[src/rtl/sar_rd_pkg.sv]
package sar_rd_pkg;
  typedef enum logic [1:0] {
    ST_IDLE = 2'd0,
    ST_CONV = 2'd1,
    ST_READ = 2'd2,
    ST_DONE = 2'd3
  } sar_state_e;
endpackage

[src/rtl/sar_sck_gen.sv]
module sar_sck_gen #(
  parameter int SCK_HALF = 2
) (
  input  logic clk,
  input  logic rst_n,
  input  logic run_i,
  output logic sck_o,
  output logic sample_o,
  output logic fall_o
);
  logic sck_q;
  logic last_ph;

  generate
    if (SCK_HALF == 1) begin : g_no_div
      assign last_ph = 1'b1;
    end else begin : g_div
      localparam int PH_W = $clog2(SCK_HALF);
      logic [PH_W-1:0] ph_q;
      assign last_ph = (ph_q == PH_W'(SCK_HALF - 1));
      always_ff @(posedge clk or negedge rst_n) begin
        if (!rst_n)          ph_q <= '0;
        else if (!run_i)     ph_q <= '0;
        else if (last_ph)    ph_q <= '0;
        else                 ph_q <= ph_q + 1'b1;
      end
    end
  endgenerate

  always_ff @(posedge clk or negedge rst_n) begin
    if (!rst_n)            sck_q <= 1'b0;
    else if (!run_i)       sck_q <= 1'b0;
    else if (last_ph)      sck_q <= ~sck_q;
  end

  assign sck_o    = sck_q;
  assign sample_o = run_i && !sck_q && last_ph;
  assign fall_o   = run_i &&  sck_q && last_ph;

  a_r4_sck_idle_low: assert property (@(posedge clk) disable iff (!rst_n)
    !run_i |=> !sck_q);
endmodule

[src/rtl/sar_shift_capture.sv]
module sar_shift_capture #(
  parameter int DATA_W = 16
) (
  input  logic              clk,
  input  logic              rst_n,
  input  logic              sample_i,
  input  logic              sdo_i,
  output logic [DATA_W-1:0] word_o
);
  logic [DATA_W-1:0] sh_q;

  always_ff @(posedge clk or negedge rst_n) begin
    if (!rst_n)        sh_q <= '0;
    else if (sample_i) sh_q <= {sh_q[DATA_W-2:0], sdo_i};
  end

  assign word_o = sh_q;

  // the word only moves when a sample is taken
  a_r5_hold_between_samples: assert property (@(posedge clk) disable iff (!rst_n)
    !sample_i |=> $stable(sh_q));
endmodule

[src/rtl/sar_readout_ctrl.sv]
module sar_readout_ctrl
  import sar_rd_pkg::*;
#(
  parameter int DATA_W      = 16,
  parameter int CONV_CYCLES = 20,
  parameter int SCK_HALF    = 2
) (
  input  logic              clk,
  input  logic              rst_n,
  input  logic              start_i,
  output logic              busy_o,
  output logic              cnv_o,
  output logic              sck_o,
  input  logic              sdo_i,
  output logic [DATA_W-1:0] data_o,
  output logic              valid_o,
  input  logic              ready_i
);
  localparam int TMR_W = $clog2(CONV_CYCLES + 1);
  localparam int BIT_W = $clog2(DATA_W);
  localparam logic [BIT_W-1:0] LAST_BIT = BIT_W'(DATA_W - 1);

  sar_state_e       state_q;
  logic [TMR_W-1:0] tmr_q;
  logic [BIT_W-1:0] bit_q;
  logic             cnv_q;
  logic             run;
  logic             sample;
  logic             fall;

  assign run = (state_q == ST_READ);

  always_ff @(posedge clk or negedge rst_n) begin
    if (!rst_n) begin
      state_q <= ST_IDLE;
      tmr_q   <= '0;
      bit_q   <= '0;
      cnv_q   <= 1'b0;
    end else begin
      case (state_q)
        ST_IDLE: if (start_i) begin
          state_q <= ST_CONV;
          cnv_q   <= 1'b1;
          tmr_q   <= TMR_W'(CONV_CYCLES - 1);
        end
        ST_CONV: if (tmr_q == '0) begin
          state_q <= ST_READ;
          cnv_q   <= 1'b0;
          bit_q   <= '0;
        end else begin
          tmr_q   <= tmr_q - 1'b1;
        end
        ST_READ: if (fall) begin
          if (bit_q == LAST_BIT) state_q <= ST_DONE;
          else                   bit_q   <= bit_q + 1'b1;
        end
        ST_DONE: if (ready_i) state_q <= ST_IDLE;
        default: state_q <= ST_IDLE;
      endcase
    end
  end

  sar_sck_gen #(.SCK_HALF(SCK_HALF)) u_sck (
    .clk      (clk),
    .rst_n    (rst_n),
    .run_i    (run),
    .sck_o    (sck_o),
    .sample_o (sample),
    .fall_o   (fall)
  );

  sar_shift_capture #(.DATA_W(DATA_W)) u_cap (
    .clk      (clk),
    .rst_n    (rst_n),
    .sample_i (sample),
    .sdo_i    (sdo_i),
    .word_o   (data_o)
  );

  assign cnv_o   = cnv_q;
  assign valid_o = (state_q == ST_DONE);
  assign busy_o  = (state_q != ST_IDLE);

  a_r1_idle_quiet: assert property (@(posedge clk) disable iff (!rst_n)
    !busy_o |-> (!cnv_o && !sck_o && !valid_o));
  a_r3_no_sck_in_conv: assert property (@(posedge clk) disable iff (!rst_n)
    cnv_o |-> !sck_o);
  a_r3_cnv_held: assert property (@(posedge clk) disable iff (!rst_n)
    (CONV_CYCLES > 1 && $rose(cnv_o)) |=> cnv_o);
  a_r6_valid_hold: assert property (@(posedge clk) disable iff (!rst_n)
    (valid_o && !ready_i) |=> (valid_o && $stable(data_o)));
  a_r7_accept_idle: assert property (@(posedge clk) disable iff (!rst_n)
    (valid_o && ready_i) |=> !busy_o);
  a_r8_single_rise: assert property (@(posedge clk) disable iff (!rst_n)
    (busy_o && !valid_o) |=> !$rose(cnv_o));
endmodule

[config.mk]
export PLATFORM = sky130hd
export DESIGN_NAME = sar_readout_ctrl
export DESIGN_NICKNAME = d
export VERILOG_FILES = /design/src/rtl/sar_rd_pkg.sv /design/src/rtl/sar_sck_gen.sv /design/src/rtl/sar_shift_capture.sv /design/src/rtl/sar_readout_ctrl.sv
export SDC_FILE = /design/constraint.sdc
export NUM_CORES = 1
export LEC_CHECK = 0
export BUFFER_PORTS_ARGS = -buffer_cell sky130_fd_sc_hd__buf_4
export CAP_MARGIN = 20
export CORE_ASPECT_RATIO = 1.1
export CORE_MARGIN = 2
export CORE_UTILIZATION = 50
export DETAILED_ROUTE_END_ITERATION = 8
export PLACE_DENSITY_LB_ADDON = 0.15
export SLEW_MARGIN = 20
export SYNTH_ARGS = -nofsm -noshare
export SYNTH_HDL_FRONTEND = slang
export SYNTH_HIERARCHICAL = 1
export SYNTH_SLANG_ARGS = --single-unit
[constraint.sdc]
create_clock -name clk -period 2.9 [get_ports clk]
set_clock_uncertainty 0.05 [all_clocks]
set_input_delay 0.145 -clock clk [delete_from_list [all_inputs] [get_ports clk]]
set_output_delay 0.145 -clock clk [all_outputs]
set_load 0.01 [all_outputs]
==> reports/summary.txt, run 1 <==
Status: finished, final reports clean
Clock slew at reported path FFs: 90 ps
Die area: 3605 µm²
Max Clk Rate: 408.0 MHz
I/O Buffers: 24
Reg2Reg Depth: 6
Critical path's slowest cell: or4b_1
Critical Path RT: 3110 ps
Largest net degree at the start of global routing: 31
Kind of critical path: flop to flop
Layout Nets: 177
Area of the core: 3022 µm²
Vias in the first global route: 1,090
Cell Area, Synth: 1570 µm²
DP HPWL: 2019 µm
Post-Syn Instances: 138
DRC: 0
Syn nets: 150
Vias/cell: 5.528
Synthesis-to-layout area growth: 15.70%
Tmin final: 2451 ps
Reg-to-reg endpoint: bit_q[3]
IO Count: 25
Post-synth EDFFs: 0
Pleak: 0.9170 nW
First-pass GRT wire length: 5016 µm
Synth cell types: 36
Maximum vdd ir drop: 0.2775 mV
DRT antenna net count: 0
Startpoint Class: flop
CTS buffer count: 5
Clock buffer depth: 2
P per Cell Area: 376.3 nW/µm²
CP cell instances: inv_1 -> ha_1 -> or4b_1 -> a211o_4 -> or4b_1 -> nand3_1
Ys async rst share: 1.000
Core Rows: 21
Fin crit share: 0.8452
Total Routed Length: 2838 µm
Largest stage delay on the critical path: 570 ps
Die extent in y: 62.78 µm
Count leader, synth: dfrtp_1
Setup TNS: 0 ps
R2R Path Start: tmr_q[0]
Synth warnings: 6
TritonCTS clock tree: yes
Setup slack, reg-to-reg: 450 ps
Synth area leader: dfrtp_1
Hold path depth: 4
Initial antenna violation count: 0
Maxcap violations: 0
HP Class: primary input to flop
Grt total ovfl: 0
DR vias: 1,100
CP Capture Point: bit_q[3]
Worst slack, placed: 474.7 ps
ANT cells: 0
First-pass detailed-route iteration total: 4
CTS Sinks: 30
Clock Tree Root: clkbuf_4
Worst-skew pair later-pin latency: 330 ps
1st-iter DRT viols: 43
Final worst slack: 448.8 ps
Post-route cell area: 1817 µm²
Fin. Hold Viols: 0
Critical path capture point type: flop
H-tree Lvls: 2
Area after DPL: 1749 µm²
Most used cell, CP: or4b_1
Crit. Startpoint: tmr_q[0]
Routability cong.: 0.7503
Final cell utilization of the core: 0.6012
Worst-margin pin slew: 667.1 ps
Synth cell count leaders: dfrtp_1 (30), nand2_1 (11), mux2_4 (10)
Share of layout cells above drive strength 1: 0.3212
RSZ-0062 raised after global routing: false
GRT Total Usage: 0.1811
Avg Inst Size Synth: 11.38 µm²
Slew margin rel.: 0.5490
DR WL/cell: 14.26 µm
Initial core utilization: 0.5197
Crit path max fanout: 8
Total power: 0.0006837 W
Sequential-to-total area share from yosys stat: 0.4781
Crit path DAT: 2660 ps
Seq cells post-synth: 30
Top-area cell type share of the netlist area: 0.4781
Final setup fails: 0
Synth area leaders: dfrtp_1 (48%), mux2_4 (9.6%), ha_1 (5.6%)
Min-delay src: start_i
Die Span X: 57.43 µm
Final Max Slew Viols: 0
Top_reg_cell synth: dfrtp_1
==> power breakdown <==
group	total [W]	internal (W)	switching (W)
combinational	0.0000307	0.0000158	0.0000149
sequential	0.000426	0.000422	0.00000324
clock	0.000227	0.0000869	0.000141
==> final cells by class <==
type | instances | area [µm²]
Clock buffer | 5 | 37.54
Inverter | 8 | 30.03
Sequential cell | 30 | 750.7
Fill cell | 259 | 1205
Timing Repair Buffer | 27 | 207.7
Clock inverter | 2 | 10.01
Multi-Input combinational cell | 93 | 738.2
Tap cell | 34 | 42.54
==> worst min path at each step <==
stage,end,slack [ps]
2_1_floorplan,bit_q[0],-200
3_3_place_gp,cnv_o,40
3_5_place_dp,tmr_q[3],50
4_1_cts,tmr_q[4],140
5_1_grt,cnv_o,190
6_report,tmr_q[4],150
==> stage by stage <==
step	hold WS, ps	cells
4_1_cts	140.4	199
5_1_grt	186.2	199
3_5_place_dp	47.44	190
2_1_floorplan	-200.6	138
6_report	149.7	199
3_3_place_gp	43.46	190
==> registers in the layout, summed over array words and instances, names as in the netlist <==
register,cells
bit_q,4
cnv_o,1
state_q,2
tmr_q,5
u_cap/word_o,16
u_sck/g_div.ph_q,1
u_sck/sck_o,1
==> critical path: cells and delay by family, from the launching register on <==
family	cells	cell delay [ps]
buffers and inverters	1	80
AND/OR/NAND/NOR	3	1160
adder cells (fa/ha/maj)	1	230
AO/OA/AOI/OAI	1	420
flip-flops	1	440
==> what timing repair did <==
| item | 4_1_cts | 5_1_grt |
|---|---|---|
| hold endpoints to repair | 31 | 0 |
| gates resized for setup | 0 | 0 |
| buffers inserted | 0 | 0 |
| hold buffers | 2 | 0 |
==> metal layers <==
metal / global-route usage / share of wire / vias up
met4: 0.06105 / 0.012 / 0
met1: 0.2224 / 0.45 / 528
met5: 0 / 0 / -
met2: 0.2983 / 0.50 / 17
li1: - / - / 550
met3: 0.05590 / 0.041 / 5
==> logic make-up after synthesis <==
logic type | share of synthesized area
adders and majority gates | 0.05577
AOI/OAI and AO/OA | 0.09801
muxes | 0.1522
DFF | 0.4781
xor gates and xnor gates | 0.005579
and+or+nand+nor | 0.1586
buffers and inverters | 0.05179
==> placed cells by master (no fill, tap or decap), types with 3 or more instances in the layout <==
| cell type | Yosys | routed |
|---|---|---|
| nor2b_1 | 4 | 4 |
| buf_4 | 0 | 25 |
| a21oi_1 | 3 | 3 |
| nand4_1 | 3 | 3 |
| clkbuf_4 | 0 | 5 |
| nand3_1 | 6 | 6 |
| mux2_4 | 10 | 10 |
| inv_1 | 8 | 8 |
| o21ai_0 | 8 | 8 |
| nand2_1 | 11 | 11 |
| dfrtp_1 | 30 | 30 |
| mux2_2 | 7 | 7 |
| ha_1 | 7 | 7 |
| nor2_1 | 6 | 6 |
Note: power is estimated with default switching activity, not from simulation.
==> run 2, diff against run 1 <==
- clock period: 2.9 -> 2.4 ns (I/O delays scaled with it)
==> run 2 against run 1 <==
  * Worst setup slack got worse by 370 ps
  * Final cell count increased by 1.5%
  * Critical path depth unchanged
  * Count of clock-buffer cells in the layout increased by 1
  * Critical path type unchanged
  * Largest cell class unchanged
  * Highest routed layer unchanged
==> reports/summary.txt, run 2 (synthesis results as in run 1) <==
IO Count: 25
TritonCTS clock tree: yes
Largest stage delay on the critical path: 500 ps
Startpoint Class: flop
Crit path max fanout: 8
Largest net degree at the start of global routing: 31
Reg2Reg Depth: 6
Vias in the first global route: 1,143
Storage cell area: 752.0 µm²
Filler cells: 265
DR WL/cell: 14.78 µm
Layout Nets: 180
Die area: 3605 µm²
Synthesis-to-layout area growth: 19.76%
Clock buffer depth: 2
Max reg flops: 16
I/O Buffers: 24
CTS Sinks: 30
Most frequent cells in the layout: dfrtp_1 (29), buf_4 (28), nand2_1 (11)
Initial core utilization: 0.5197
Hold path depth: 4
GRT Total Usage: 0.1840
CTS buffer count: 5
Routability cong.: 0.7641
CP cell instances: inv_1 -> ha_2 -> or4b_4 -> a211o_4 -> or4b_1 -> nand3_1
Worst slack, placed: 79.26 ps
Worst-margin pin slew: 637.0 ps
Fin crit share: 0.9672
Pleak: 0.9418 nW
Core Rows: 21
Slew margin rel.: 0.5694
Total Routed Length: 2985 µm
1st-iter DRT viols: 18
P per Cell Area: 512.5 nW/µm²
Max Clk Rate: 430.8 MHz
Share of layout cells above drive strength 1: 0.3512
DP HPWL: 2120 µm
Initial antenna violation count: 0
Most common cell after layout, fill and taps aside: dfrtp_1
ANT cells: 0
Grt total ovfl: 0
Min-delay src: start_i
Fin. Hold Viols: 0
DRC: 0
Critical path's slowest cell: or4b_1
First-pass detailed-route iteration total: 4
Critical Path RT: 2600 ps
Critical path capture point type: flop
Hold Path End: cnv_o
H-tree Lvls: 2
Setup TNS: 0 ps
HP Class: primary input to flop
RSZ-0062 raised after global routing: false
Tmin final: 2321 ps
Final worst slack: 78.77 ps
Final Max Slew Viols: 0
First-pass GRT wire length: 5140 µm
Clock Tree Root: clkbuf_4
R2R Path Start: tmr_q[0]
Area of the core: 3022 µm²
Total power: 0.0009638 W
Final setup fails: 0
Worst-skew pair later-pin latency: 320 ps
DR vias: 1,143
Maxcap violations: 0
DRT antenna net count: 0
Vias/cell: 5.658
Kind of critical path: flop to flop
Crit path DAT: 2520 ps
Die extent in y: 62.78 µm
Clock slew at reported path FFs: 100 ps
Maximum vdd ir drop: 0.5158 mV
Multi-input logic area: 744.5 µm²
Status: finished, final reports clean
Die Span X: 57.43 µm
Reg-to-reg endpoint: bit_q[3]
Setup slack, reg-to-reg: 80 ps
-- run 2: cell type report --
type                            instances  area share
Sequential cell                        30      0.3999
Multi-Input combinational cell         93      0.3959
Tap cell                               34     0.02262
Clock buffer                            6     0.02728
Clock inverter                          1     0.01597
Inverter                                8     0.01597
Timing Repair Buffer                   30      0.1224
-- run 2: stage by stage --
| step | instances | hold WS (ps) | utilization | area [µm²] |
|---|---|---|---|---|
| after detailed placement | 193 | 24.91 | 0.5863 | 1772 |
| final | 202 | 136.0 | 0.6224 | 1881 |
| after global placement | 193 | 17.52 | 0.5863 | 1772 |
| after floorplan | 138 | -225.6 | - | 1570 |
| after global routing | 202 | 151.1 | 0.6224 | 1881 |
| after CTS | 202 | 122.3 | 0.6199 | 1873 |
-- run 2: where the power goes --
| group | switching, W | internal, W |
|---|---|---|
| clock | 0.000170 | 0.000242 |
| combinational | 0.0000183 | 0.0000191 |
| sequential | 0.00000400 | 0.000510 |
-- run 2: how the worst max path moves through the flow --
stage | endpoint | cells after the start | start | slack [ps]
2_1_floorplan | bit_q[3] | 7 | tmr_q[0] | 120
3_3_place_gp | bit_q[3] | 6 | tmr_q[0] | 140
3_5_place_dp | bit_q[3] | 6 | tmr_q[0] | 80
4_1_cts | bit_q[3] | 6 | tmr_q[0] | 40
5_1_grt | bit_q[3] | 6 | tmr_q[0] | 4
6_report | bit_q[3] | 6 | tmr_q[0] | 80
-- run 2: metal layers --
layer	vias up	wire, µm	track usage
li1	546	-	-
met1	567	1274	0.2234
met2	20	1550	0.2997
met3	10	102	0.05797
met4	0	57	0.07267
met5	-	0	0
-- run 2: worst max-delay path, delay by kind of cell, from the launching register on --
kind                       cells  cell delay (ps)
DFF                            1              450
adders and majority gates      1              210
AOI/OAI and AO/OA              1              390
and+or+nand+nor                3             1080
buffers and inverters          1               70
-- run 2: what timing repair did --
action | 4_1_cts | 5_1_grt
endpoints found under the setup margin | 0 | 1
hold buffers | 2 | 0
buffers inserted | 0 | 0
endpoints found under the hold margin | 31 | 0
gates resized for setup | 0 | 3
